### config.mk
export PLATFORM = sky130hd
export DESIGN_NAME = cart_mapper
export DESIGN_NICKNAME = d
export VERILOG_FILES = /design/src/rtl/cart_mapper_pkg.sv /design/src/rtl/cart_mapper_rst_sync.sv /design/src/rtl/cart_mapper_cpu_dec.sv /design/src/rtl/cart_mapper_regs.sv /design/src/rtl/cart_mapper_ppu_dec.sv /design/src/rtl/cart_mapper.sv
export SDC_FILE = /design/constraint.sdc
export NUM_CORES = 1
export LEC_CHECK = 0
export BUFFER_PORTS_ARGS = -buffer_cell sky130_fd_sc_hd__clkbuf_2
export CAP_MARGIN = 25
export CORE_MARGIN = 5
export CORE_UTILIZATION = 30
export DETAILED_ROUTE_END_ITERATION = 16
export GPL_ROUTABILITY_DRIVEN = 1
export GPL_TIMING_DRIVEN = 0
export PLACE_DENSITY_LB_ADDON = 0.15
export SETUP_SLACK_MARGIN = 0.15
export SKIP_LAST_GASP = 1
export SYNTH_ARGS = -nofsm -noshare
export SYNTH_HDL_FRONTEND = slang
export SYNTH_SLANG_ARGS = --single-unit
export TNS_END_PERCENT = 100
### constraint.sdc
create_clock -name clk -period 1.1 [get_ports clk]
set_input_delay 0.165 -clock clk [delete_from_list [all_inputs] [get_ports clk]]
set_output_delay 0.165 -clock clk [all_outputs]
set_load 0.1 [all_outputs]
### src/rtl/cart_mapper_pkg.sv
package cart_mapper_pkg;
  localparam int CPU_AW  = 16;
  localparam int DATA_W  = 8;
  localparam int WIN_AW  = 14;
  localparam int PPU_AW  = 14;
  localparam int CHR_AW  = 13;
  localparam logic [3:0] MIRROR_NIBBLE = 4'h9;

  typedef enum logic [1:0] {
    MIR_HORZ   = 2'd0,
    MIR_VERT   = 2'd1,
    MIR_ONE_LO = 2'd2,
    MIR_ONE_HI = 2'd3
  } mirror_e;
endpackage

### src/rtl/cart_mapper_rst_sync.sv
module cart_mapper_rst_sync (
  input  logic clk,
  input  logic rst_n,
  output logic rst_n_sync
);
  logic [1:0] stage_q;

  always_ff @(posedge clk or negedge rst_n) begin
    if (!rst_n) stage_q <= 2'b00;
    else        stage_q <= {stage_q[0], 1'b1};
  end

  assign rst_n_sync = stage_q[1];
endmodule

### src/rtl/cart_mapper_cpu_dec.sv
module cart_mapper_cpu_dec
  import cart_mapper_pkg::*;
#(
  parameter int BANK_W = 3
) (
  input  logic [CPU_AW-1:0]        cpu_addr,
  input  logic                     cpu_rd,
  input  logic                     cpu_wr,
  input  logic [DATA_W-1:0]        bank_q,
  output logic [BANK_W+WIN_AW-1:0] prg_addr,
  output logic                     cpu_rd_hit,
  output logic                     cpu_wr_ack,
  output logic                     bank_wr,
  output logic                     mirror_wr
);
  logic              in_rom;
  logic              fixed_win;
  logic [BANK_W-1:0] bank_sel;

  always_comb begin
    in_rom    = cpu_addr[CPU_AW-1];
    fixed_win = cpu_addr[CPU_AW-2];
    // power-of-two bank count: modulo is the low bits
    bank_sel  = fixed_win ? {BANK_W{1'b1}} : bank_q[BANK_W-1:0];
    prg_addr  = {bank_sel, cpu_addr[WIN_AW-1:0]};
    cpu_rd_hit = cpu_rd & in_rom;
    cpu_wr_ack = cpu_wr & in_rom;
    mirror_wr  = cpu_wr_ack & (cpu_addr[CPU_AW-1:CPU_AW-4] == MIRROR_NIBBLE);
    bank_wr    = cpu_wr_ack & ~mirror_wr;
  end
endmodule

### src/rtl/cart_mapper_regs.sv
module cart_mapper_regs
  import cart_mapper_pkg::*;
(
  input  logic              clk,
  input  logic              rst_n,
  input  logic              bank_wr,
  input  logic              mirror_wr,
  input  logic [DATA_W-1:0] wdata,
  input  logic [1:0]        board_mirror,
  output logic [DATA_W-1:0] bank_q,
  output logic              mirror_lock,
  output logic [1:0]        mirror_out
);
  logic [DATA_W-1:0] bank_d;
  mirror_e           mir_q, mir_d;
  logic              lock_d;

  always_comb begin
    bank_d = wdata;
    mir_d  = wdata[4] ? MIR_ONE_HI : MIR_ONE_LO;
    lock_d = 1'b1;
  end

  always_ff @(posedge clk or negedge rst_n) begin
    if (!rst_n)       bank_q <= '0;
    else if (bank_wr) bank_q <= bank_d;
  end

  always_ff @(posedge clk or negedge rst_n) begin
    if (!rst_n) begin
      mir_q       <= MIR_HORZ;
      mirror_lock <= 1'b0;
    end else if (mirror_wr) begin
      mir_q       <= mir_d;
      mirror_lock <= lock_d;
    end
  end

  assign mirror_out = mirror_lock ? mir_q : board_mirror;
endmodule

### src/rtl/cart_mapper_ppu_dec.sv
module cart_mapper_ppu_dec
  import cart_mapper_pkg::*;
(
  input  logic [PPU_AW-1:0] ppu_addr,
  input  logic              ppu_rd,
  input  logic              ppu_wr,
  output logic [CHR_AW-1:0] chr_addr,
  output logic              chr_we,
  output logic              ppu_hit
);
  logic in_chr;

  always_comb begin
    in_chr   = ~ppu_addr[PPU_AW-1];
    chr_addr = ppu_addr[CHR_AW-1:0];
    chr_we   = ppu_wr & in_chr;
    ppu_hit  = (ppu_rd | ppu_wr) & in_chr;
  end
endmodule

### src/rtl/cart_mapper.sv
module cart_mapper
  import cart_mapper_pkg::*;
#(
  parameter int PRG_BANKS = 8,
  localparam int BANK_W   = $clog2(PRG_BANKS),
  localparam int PRG_AW   = BANK_W + WIN_AW
) (
  input  logic              clk,
  input  logic              rst_n,
  input  logic [15:0]       cpu_addr,
  input  logic [7:0]        cpu_wdata,
  input  logic              cpu_rd,
  input  logic              cpu_wr,
  input  logic [1:0]        board_mirror,
  output logic [PRG_AW-1:0] prg_addr,
  output logic              cpu_rd_hit,
  output logic              cpu_wr_ack,
  input  logic [13:0]       ppu_addr,
  input  logic              ppu_rd,
  input  logic              ppu_wr,
  output logic [12:0]       chr_addr,
  output logic              chr_we,
  output logic              ppu_hit,
  output logic [1:0]        mirror_out
);
  logic              rst_n_sync;
  logic [DATA_W-1:0] bank_q;
  logic              bank_wr;
  logic              mirror_wr;
  logic              mirror_lock;

  cart_mapper_rst_sync u_rst (
    .clk        (clk),
    .rst_n      (rst_n),
    .rst_n_sync (rst_n_sync)
  );

  cart_mapper_cpu_dec #(.BANK_W(BANK_W)) u_cpu (
    .cpu_addr   (cpu_addr),
    .cpu_rd     (cpu_rd),
    .cpu_wr     (cpu_wr),
    .bank_q     (bank_q),
    .prg_addr   (prg_addr),
    .cpu_rd_hit (cpu_rd_hit),
    .cpu_wr_ack (cpu_wr_ack),
    .bank_wr    (bank_wr),
    .mirror_wr  (mirror_wr)
  );

  cart_mapper_regs u_regs (
    .clk          (clk),
    .rst_n        (rst_n_sync),
    .bank_wr      (bank_wr),
    .mirror_wr    (mirror_wr),
    .wdata        (cpu_wdata),
    .board_mirror (board_mirror),
    .bank_q       (bank_q),
    .mirror_lock  (mirror_lock),
    .mirror_out   (mirror_out)
  );

  cart_mapper_ppu_dec u_ppu (
    .ppu_addr (ppu_addr),
    .ppu_rd   (ppu_rd),
    .ppu_wr   (ppu_wr),
    .chr_addr (chr_addr),
    .chr_we   (chr_we),
    .ppu_hit  (ppu_hit)
  );
endmodule

# Word-level counts from Yosys, hierarchy flattened
# Cells that the tools add are included.
[classes]
n_eq_ne = 1
n_mux = 3
bitwise = 9
[ops]
columns = ["op", "count"]
rows = [
  ["AND 1 bit", 6],
  ["== test 4 bit, second input constant", 1],
  ["2-to-1 mux 3 bit", 1],
  ["2-to-1 mux 2 bit", 1],
  ["NOT 1 bit", 2],
  ["2-to-1 mux 1 bit", 1],
  ["OR 1 bit", 1],
]
[totals]
elab_cells = 17
output_inout_bits = 36
in_bits = 46
ff_bits = 8

# Depth between registers and ports, before layout
# Gate-level depths: netlist (run 1).
[logic_depth]
ltp_word = 4
ltp_mapped = 3

# Modules after synthesis
# From an unflattened synthesis (run 1), not the netlist that was laid out.
[unflattened]
cells_unflattened = 64
hier_area_um2 = 745.7
[modules_own_cells]
columns = ["module", "area_each_um2", "seq_area_each_um2", "cells_per_inst", "instances"]
rows = [
  ["cart_mapper_regs", 416.6, 250.2, 23, 1],
  ["cart_mapper_cpu_dec", 161.4, 0.0, 23, 1],
  ["cart_mapper_ppu_dec", 113.9, 0.0, 15, 1],
  ["cart_mapper_rst_sync", 53.8, 50.0, 3, 1],
]

# Worst setup path before layout (run 1)
# Ideal clock, no wire load.
[synth_path]
path_kind = "in2out"
from = "input port ppu_addr[13]"
to = "output port chr_we"
path_buffers = 0
arrival_time_ns = 1.500
slack_ns = -0.565
path_stages = 1
path_cell_list = "nor2b_1"
[synth_between]
elab_chain_cells = 2
[synth_rtl]
columns = ["item", "line", "source"]
rows = [
  ["from (decl)", "cart_mapper.sv:18", "input logic [13:0] ppu_addr,"],
  ["NOT 1 bit", "cart_mapper_ppu_dec.sv:14", "in_chr = ~ppu_addr[PPU_AW-1];"],
  ["AND 1 bit", "cart_mapper_ppu_dec.sv:16", "chr_we = ppu_wr & in_chr;"],
  ["to (decl)", "cart_mapper.sv:22", "output logic chr_we,"],
]
# No other way between the ends.

# Worst setup path in the final report (run 1)
[layout_path]
from = "register u_regs.mirror_lock"
to = "output port mirror_out[0]"
[layout_between]
elab_chain_cells = 1
[layout_rtl]
columns = ["item", "line", "source"]
rows = [
  ["from (decl)", "cart_mapper_regs.sv:11", "output logic mirror_lock,"],
  ["from (signal assigned)", "cart_mapper_regs.sv:35", "mirror_lock <= lock_d;"],
  ["2-to-1 mux 2 bit", "cart_mapper_regs.sv:39", "assign mirror_out = mirror_lock ? mir_q : board_mirror;"],
  ["to (decl)", "cart_mapper.sv:24", "output logic [1:0] mirror_out"],
]
# No other way between the ends.

==> run metrics, run 1 <==
async set-reset flop share out of synthesis=1.000; setup violators final=5; global-route wire length before repair=roughly 2100 um; final period demand of the worst path=1.331 ns; wl on met1=489 um; sum of overflow across all layers after global routing=0; capturing element type of the critical path=output pin; switching component of the power=around 0.00085 W; GP Congestion=between 0.6 and 0.7; sum of routed wire length over all layers=1460 um; number of design rule violations left after detail routing=0; worst min path class=flop to async pin; minimum setup slack among reg-to-reg paths=0.32 ns; slew of the pin with the lowest slew margin=roughly 0.55 ns; Worst Clk Skew=about 0.0012 ns; DP HPWL=1289 um; net count of the finished layout=158; top post-synthesis cells by area=buf_4 38%, dfrtp_1 33%, mux2_1 8.5%; met3 routed WL=~150 um; arrival time at the worst endpoint=1.17 ns; flop and latch count out of synthesis=7; number of synthesized flops with an enable pin=0; uppermost layer routed=met3; outcome=complete, but fails checks; via count=about 500; maximum clock frequency=751.2 MHz; part of the power in the clock network=0.141; PortBufs=52; count of different cell masters after synthesis=14; Setup WS post-layout=-0.2312 ns; Site Rows=15; met2 wire length=821 um; sequential standard cell area=175.2 um^2; pwr dens=1571 nW/um^2; source-to-sink clock delay at the later pin of the worst-skew pair=0.24 ns; io pins=82; count of antenna-violating nets left after detailed routing=0; largest net degree at the start of global routing=6; combinational group share of total power=0.658; number of buffers inserted during clock tree synthesis=3; DIE HEIGHT=51.95 um; startpoint of the worst-slack reg-to-reg timing path=u_regs.mir_q[0]$_DFFE_PN0P_; Post-Route Hold Slack=0.07617 ns; mapped cell area=~530 um^2; area growth from synthesis to final layout=90.76%; Worst Path Required=~0.94 ns; worst reg2reg path depth=1; post-route fraction of the period consumed by the critical path=1.210; endpoint of the lowest-slack register-to-register path=u_regs.mir_q[0]$_DFFE_PN0P_; final number of max-transition violations=0; Via-to-Cell Ratio=~3.7; prevailing post-synth register cell=dfrtp_1; Initial Utilization=0.3092; synthesized netlist cell count=between 50 and 60; area taken by multi-input logic gates=around 180 um^2; RSZ-0062 raised after global routing=true; floorplan die width=51.95 um; cell type with the highest aggregate area in the netlist=buf_4; number of antenna violations at the first check in global routing=0; number of sinks handled by clock tree synthesis=7; number of optimization iterations in the first detailed-route pass=1; Reg clk slew, reported paths=0.05 ns; Synth Net Count=100; peak supply drop=about 0.00094 V; path type of the worst setup path=flop to output pin; largest fanout on the critical path=3; count of fill cells added during filler insertion=141; average routed wire per standard cell=10.74 um; number of levels the H-tree was split into=1; Pleak=0.5641 nW; fraction of final layout cells sized beyond drive strength 1=0.8649; Total GRT Usage=0.1008; CTS tree=yes; Rel. slew slack=0.6342; internal power=0.0007310 W; syn_area_per_cell=9.778 um^2; top cell type's share of synthesized area=0.3839; die area=2699 um^2; max-cap check violation count=0; cell area after layout=1007 um^2; Final Hold Vio Count=0; initial drt markers=0; core area=~1700 um^2; Clock Path Buffers=2; portion of the post-synthesis area used by sequential elements=0.3318; fraction of power spent switching nets=0.5380; YS warnings=0; Placement Cell Area=852.1 um^2; relative contribution of sequential cells to total power=0.202; startpoint type of the worst setup path=flop; violations in the final reports=setup timing; vias in the first global route=503; root buffer cell=clkbuf_4; number of diodes added for antenna fixing=0
## layout make-up
cell class,instances,area share
buffer,27,0.2012
clock buffer,3,0.02236
multi-input combinational,19,0.1764
timing repair buffer,53,0.3826
tap,25,0.03106
sequential,7,0.1739
inverter,1,0.007453
clock inverter,1,0.004969
## cells by family (layout without fill, tap and decap cells)
family                 count (synthesis)  count (layout)  share of synthesized area
buffers and inverters                 28              85                     0.3910
DFF                                    7               7                     0.3318
AOI/OAI and AO/OA                      1               1                    0.01659
other                                  1               1                   0.007102
muxes                                  5               5                     0.1066
and+or+nand+nor                       12              12                     0.1469
## metrics by stage
step                utilization  TNS, ns  setup slack (ns)  power, W  std cells
floorplan                     -        0            0.1217  0.001128         54
global placement         0.4989  -0.1552           -0.1094  0.001237        131
detailed placement       0.4989  -0.1993           -0.1274  0.001246        131
CTS                      0.5883  -0.7714           -0.2405  0.001598        136
global route             0.5897  -0.9110           -0.2670  0.001651        136
finish                   0.5897  -0.7162           -0.2312  0.001582        136
## synthesized netlist by cell type, types with 3 or more instances
cell type   n
dfrtp_1     7
buf_4      27
mux2_1      4
nor2_1      3
or2_2       4
## layout by cell type, fill, tap and decap left out
cell,instances
clkinv_2,1
and2_2,1
clkbuf_4,9
nor2_1,1
clkbuf_16,5
clkbuf_2,41
nand2_2,1
or2_4,4
dlygate4sd3_1,1
clkinvlp_4,1
mux2_4,1
nor2_4,1
buf_4,27
nor4b_2,1
mux2_1,4
nor2_2,1
a21oi_2,1
conb_1,1
or2_1,1
nor2b_4,1
dfrtp_1,7
## timing repair
| item | CTS | global route |
|---|---|---|
| buffers inserted | 0 | 0 |
| hold buffers | 1 | 0 |
| pin swaps | 0 | 0 |
| endpoints found under the hold margin | 2 | 0 |
| cloned | 0 | 0 |
| setup endpoints to repair | 11 | 6 |
| resized for setup | 21 | 1 |
## registers in the layout (all words and copies together) (netlist names)
name / count
u_regs.bank_q: 3
u_regs.mir_q: 1
u_rst.stage_q: 2
u_regs.mirror_lock: 1
## per-layer routing
layer  track usage  vias to the layer above
met5             0                        -
met4       0.02620                        0
met3       0.01719                        0
met2        0.2029                       37
met1        0.1037                      217
li1              -                      255
## how the worst max path moves through the flow
stage	end	depth (start not counted)	slack (ns)	from
detailed placement	mirror_out[0]	2	-0.13	u_regs.mirror_lock$_DFFE_PN0P_
floorplan	mirror_out[0]	1	0.12	u_regs.mirror_lock$_DFFE_PN0P_
global route	mirror_out[0]	2	-0.27	u_regs.mirror_lock$_DFFE_PN0P_
finish	mirror_out[0]	2	-0.23	u_regs.mirror_lock$_DFFE_PN0P_
global placement	mirror_out[0]	2	-0.11	u_regs.mirror_lock$_DFFE_PN0P_
CTS	mirror_out[0]	2	-0.24	u_regs.mirror_lock$_DFFE_PN0P_
## power by group through the flow
stage          logic, W  registers, W  clock network (W)
2_1_floorplan  0.000812      0.000316                  0
3_3_place_gp   0.000916      0.000321                  0
3_5_place_dp   0.000922      0.000324                  0
4_1_cts         0.00104      0.000321           0.000236
5_1_grt         0.00107      0.000324           0.000257
6_report        0.00104      0.000319           0.000223
## worst max-delay path: stages, from the launching register on
cell and delay (ns):
dfrtp_1 0.40, mux2_4 0.32, clkbuf_16 0.20
Power figures use the tool's default switching activity.
==> run 2, diff against run 1 <==
Settings changed: BUFFER_PORTS_ARGS -buffer_cell sky130_fd_sc_hd__clkbuf_2 to default, CORE_UTILIZATION 30 to 23, DONT_BUFFER_PORTS from default to 1.
==> run 2 against run 1 <==
Compared with the run above:
- the flow still finishes with violations (setup timing)
- wire length fell by 19%
- clock-buffer cell count rose by 1
- register-to-register slack about the same
- critical endpoint unchanged
- largest cell class unchanged
- highest routed layer unchanged
==> run metrics, run 2 (same netlist as run 1, synthesis figures left out) <==
outcome=complete, but fails checks; violations in the final reports=setup timing; PortBufs=0; number of sinks handled by clock tree synthesis=7; slew of the pin with the lowest slew margin=0.6130 ns; count of antenna-violating nets left after detailed routing=0; Placement Cell Area=595.6 um^2; path type of the worst setup path=flop to output pin; placed cells=82; max-cap check violation count=0; flip-flop count of the largest register after layout=3; DP HPWL=1095 um; largest registers ranked by flip-flop count=u_regs.bank_q x3, u_rst.stage_q x2; Setup WS post-layout=-0.1563 ns; post-CTS setup buffer count=0; Pleak=0.2974 nW; most frequent cells in the layout=27 x buf_4, 7 x dfrtp_1, 4 x or2_4, 4 x mux2_1, 3 x clkbuf_4; critical-path cell with the highest stage delay=mux2_4; final number of max-transition violations=0; core area=2212 um^2; post-route fraction of the period consumed by the critical path=1.142; average routed wire per standard cell=13.64 um; Final Hold Vio Count=0; setup violators final=5; arrival time at the worst endpoint=1.09 ns; Worst path max stage delay=0.45 ns; pwr dens=around 2200 nW/um^2; cell area after layout=631.9 um^2; number of diodes added for antenna fixing=0; maximum clock frequency=a little under 800 MHz; RSZ-0062 raised after global routing=true; crit-path cells=mux2_4; top cell family by delay on the critical path=multiplexers; commonest non-fill, non-tap cell in the layout=buf_4; Post-Route Hold Slack=0.04812 ns; Site Rows=17; initial drt markers=3; number of antenna violations at the first check in global routing=0; number of buffers inserted during clock tree synthesis=3; DIE HEIGHT=57.92 um; worst min path class=primary input to flop; Initial Utilization=0.2387; source-to-sink clock delay at the later pin of the worst-skew pair=between 0.2 and 0.3 ns; Worst Clk Skew=0.002060 ns; Via-to-Cell Ratio=3.897; buffers plus inverters on the worst setup path=0; final period demand of the worst path=1.256 ns; capturing element type of the critical path=output pin; number of levels the H-tree was split into=1; fraction of final layout cells sized beyond drive strength 1=0.7119; Reg clk slew, reported paths=0.05 ns; via count=339; GP Congestion=0.6029; sum of routed wire length over all layers=approximately 1200 um; number of design rule violations left after detail routing=0; CTS tree=yes; sum of overflow across all layers after global routing=0; vias in the first global route=334; peak supply drop=0.0008175 V; Rel. slew slack=0.5904; area growth from synthesis to final layout=19.67%; global-route wire length before repair=1435 um; largest net degree at the start of global routing=6; number of optimization iterations in the first detailed-route pass=2; Setup WS pre-CTS=0.04046 ns; final std cells w/o fill=87; Clock Path Buffers=2; floorplan die width=57.92 um; Final TNS setup=-0.3892 ns; Total GRT Usage=0.05775; startpoint type of the worst setup path=flop; root buffer cell=clkbuf_4; io pins=82; minimum setup slack among reg-to-reg paths=approximately 0.32 ns; register ranked first by flip-flop count=u_regs.bank_q; net count of the finished layout=106; Worst Path Required=0.94 ns; die area=around 3400 um^2; largest fanout on the critical path=3
[run 2: what timing repair did]
item / CTS / global route
gates cloned: 0 / 0
hold buffers: 1 / 0
setup endpoints to repair: 5 / 5
hold endpoints to repair: 2 / 0
gates resized for setup: 0 / 0
pin swaps: 0 / 1
[run 2: layer usage]
layer  GRT usage  up-vias  wire length, um
met5           0        -                0
met3     0.03341        0              236
met2     0.07903       39              583
met1     0.06684      151              367
met4     0.03974        0                0
li1            -      149                -
[run 2: area by class of cell]
cell class              instances  area (um^2)
plain buffers                  27        202.7
clock buffers                   4        26.28
fillers                       249         1580
inverters                       1        7.507
multi-input cells              19        175.2
flip-flops and latches          7        175.2
well taps                      28        35.03
repair buffers                  1        10.01
[run 2: path summary, 6_finish.rpt]
kind,endpoint,depth (start not counted),start
worst max-delay path,mirror_out[0],1,u_regs.mirror_lock$_DFFE_PN0P_
worst max register to register,u_regs.bank_q[0]$_DFFE_PN0P_,1,u_regs.bank_q[0]$_DFFE_PN0P_
worst min-delay path,u_regs.bank_q[2]$_DFFE_PN0P_,1,cpu_wdata[2]
worst min register to register,u_regs.bank_q[1]$_DFFE_PN0P_,0,u_rst.stage_q[1]$_DFF_PN0_
min in group asynchronous,u_regs.bank_q[1]$_DFFE_PN0P_,0,u_rst.stage_q[1]$_DFF_PN0_
max in group asynchronous,u_rst.stage_q[0]$_DFF_PN0_,1,rst_n
[run 2: power by group]
part / leakage, nW / switching (W) / internal, W
Clock: 0.0150 / 0.0000942 / 0.000138
Sequential: 0.0811 / 0.0000226 / 0.000295
Combinational: 0.201 / 0.000691 / 0.000137
[run 2: per-stage QoR]
step	utilization	total power, W
after floorplan	-	0.001128
after global placement	0.2692	0.001152
after detailed placement	0.2692	0.001152
after CTS	0.2856	0.001394
after global routing	0.2856	0.001417
final	0.2856	0.001378
==> run 3, diff against run 2 <==
Settings changed: CORE_ASPECT_RATIO from default to 1.75.
Clock period 1.1 ns to 1.5 ns, I/O delays scaled along.
==> run 3 against run 2 <==
Compared with the run above:
- the run now ends clean
- wire length decreased by 1.7%
- flip-flop and latch count stayed put
- first-iteration DRC count shrank 67%
- highest routed layer unchanged
- worst setup slack improved by 0.35 ns
- core utilization fell by 0.64 points
- critical endpoint is now prg_addr[15]
- non-clock buffer count unchanged
- critical path depth is the same
- register-to-register slack gained 0.41 ns
- largest power group unchanged
==> run metrics, run 3 (same netlist as run 1, synthesis figures left out) <==
outcome=finished clean; maximum clock frequency=762.8 MHz; stages on the worst setup path=1; GP Congestion=approximately 0.54; flip-flop count of the largest register after layout=3; die area=3392 um^2; capturing element type of the critical path=output pin; number of optimization iterations in the first detailed-route pass=2; Clock Path Buffers=2; net count of the finished layout=between 100 and 150; number of sinks handled by clock tree synthesis=7; worst reg2reg path depth=1; Rel. slew slack=0.2933; sum of overflow across all layers after global routing=0; vias in the first global route=roughly 320; io pins=82; setup violators final=0; RSZ-0062 raised after global routing=false; Total GRT Usage=0.05479; source-to-sink clock delay at the later pin of the worst-skew pair=0.22 ns; Reg clk slew, reported paths=0.04 ns; initial drt markers=1; via count=roughly 340; worst min path class=flop to async pin; critical-path cell with the highest stage delay=or2_2; commonest non-fill, non-tap cell in the layout=buf_4; Worst Path Required=1.27 ns; most frequent cells in the layout=27 x buf_4, 7 x dfrtp_1, 4 x mux2_1; Worst path max stage delay=between 0.5 and 0.6 ns; Initial Utilization=0.2352; post-CTS setup buffer count=0; crit path launch=u_regs.bank_q[1]$_DFFE_PN0P_; average routed wire per standard cell=13.89 um; area growth from synthesis to final layout=18.72%; met3 routed WL=about 310 um; arrival time at the worst endpoint=1.09 ns; largest fanout on the critical path=2; uppermost layer routed=met3; fraction of final layout cells sized beyond drive strength 1=0.7119; count of antenna-violating nets left after detailed routing=0; met2 wire length=641 um; final period demand of the worst path=1.311 ns; post-route fraction of the period consumed by the critical path=0.8739; CTS tree=yes; number of diodes added for antenna fixing=0; register ranked first by flip-flop count=u_regs.bank_q; number of levels the H-tree was split into=1; peak supply drop=0.0006238 V; DP HPWL=1142 um; number of buffers inserted during clock tree synthesis=3; Final Hold Vio Count=0; pwr dens=1728 nW/um^2; wl on met1=219 um; startpoint type of the worst setup path=flop; Worst Clk Skew=0.002140 ns; Pleak=0.3083 nW; number of antenna violations at the first check in global routing=0; Site Rows=23; root buffer cell=clkbuf_8; PortBufs=0; top cell family by delay on the critical path=simple AND/OR/NAND/NOR gates; sum of routed wire length over all layers=1167 um; Via-to-Cell Ratio=around 4.1; floorplan die width=46.22 um; largest registers ranked by flip-flop count=u_regs.bank_q x3, u_rst.stage_q x2; Setup WS post-layout=~0.19 ns; Setup WS pre-CTS=0.2207 ns; core area=2245 um^2; crit-path cells=or2_2; DIE HEIGHT=73.39 um; startpoint of the worst-slack reg-to-reg timing path=u_regs.mir_q[0]$_DFFE_PN0P_; max-cap check violation count=0; buffers plus inverters on the worst setup path=0; largest net degree at the start of global routing=6; Final TNS setup=0 ns; final number of max-transition violations=0; slew of the pin with the lowest slew margin=approximately 1.1 ns; path type of the worst setup path=flop to output pin; number of design rule violations left after detail routing=0; global-route wire length before repair=1366 um
## run 3: cell count changes in the layout (fill, tap and decap cells not counted), moves of 3 or more
| cell | before | now |
|---|---|---|
| or2_2 | 0 | 3 |
| clkbuf_8 | 0 | 3 |
| clkbuf_4 | 3 | 0 |
| or2_4 | 4 | 1 |
## run 3: final cells by class
| cell class | count | area (um^2) |
|---|---|---|
| fillers | 256 | 1618 |
| repair buffers | 1 | 10.01 |
| flip-flops and latches | 7 | 175.2 |
| well taps | 25 | 31.28 |
| multi-input cells | 19 | 157.7 |
| plain buffers | 27 | 202.7 |
| inverters | 1 | 3.754 |
| clock buffers | 3 | 41.29 |
| clock inverters | 1 | 5.005 |
## run 3: path summary, 6_finish.rpt
kind / to / slack (ns)
setup / recovery: prg_addr[15] / 0.19
hold / removal: u_regs.mirror_lock$_DFFE_PN0P_ / 0.07
setup reg to reg: u_regs.mir_q[0]$_DFFE_PN0P_ / 0.73
hold reg to reg: u_regs.mirror_lock$_DFFE_PN0P_ / 0.07
max in group asynchronous: u_rst.stage_q[1]$_DFF_PN0_ / 1.15
min in group clk: u_regs.bank_q[1]$_DFFE_PN0P_ / 0.14
## run 3: timing repair
item | in CTS | in global routing
hold buffers | 1 | 0
hold endpoints to repair | 2 | 0
gates resized for setup | 2 | 0
setup endpoints to repair | 2 | 0
## run 3: where the power goes
group | internal [W] | switching, W
registers | 0.000217 | 0.0000146
clock network | 0.000179 | 0.0000746
logic | 0.0000921 | 0.000506
## run 3: layer usage
metal / GRT usage / up-vias
met5: 0 / -
met1: 0.03743 / 154
met4: 0.03797 / 0
met2: 0.1012 / 39
li1: - / 150
met3: 0.02941 / 0
## run 3: per-stage QoR
stage	total power [W]	util	hold slack, ns	cells	cell area [um^2]
final	0.001083	0.2793	0.07382	84	626.9
after global routing	0.001119	0.2793	0.09679	84	626.9
after CTS	0.001101	0.2793	0.08574	84	626.9
after detailed placement	0.0008260	0.2514	-0.07053	79	564.3
after global placement	0.0008252	0.2514	-0.07053	79	564.3
after floorplan	0.0008079	-	-0.07059	54	533.0
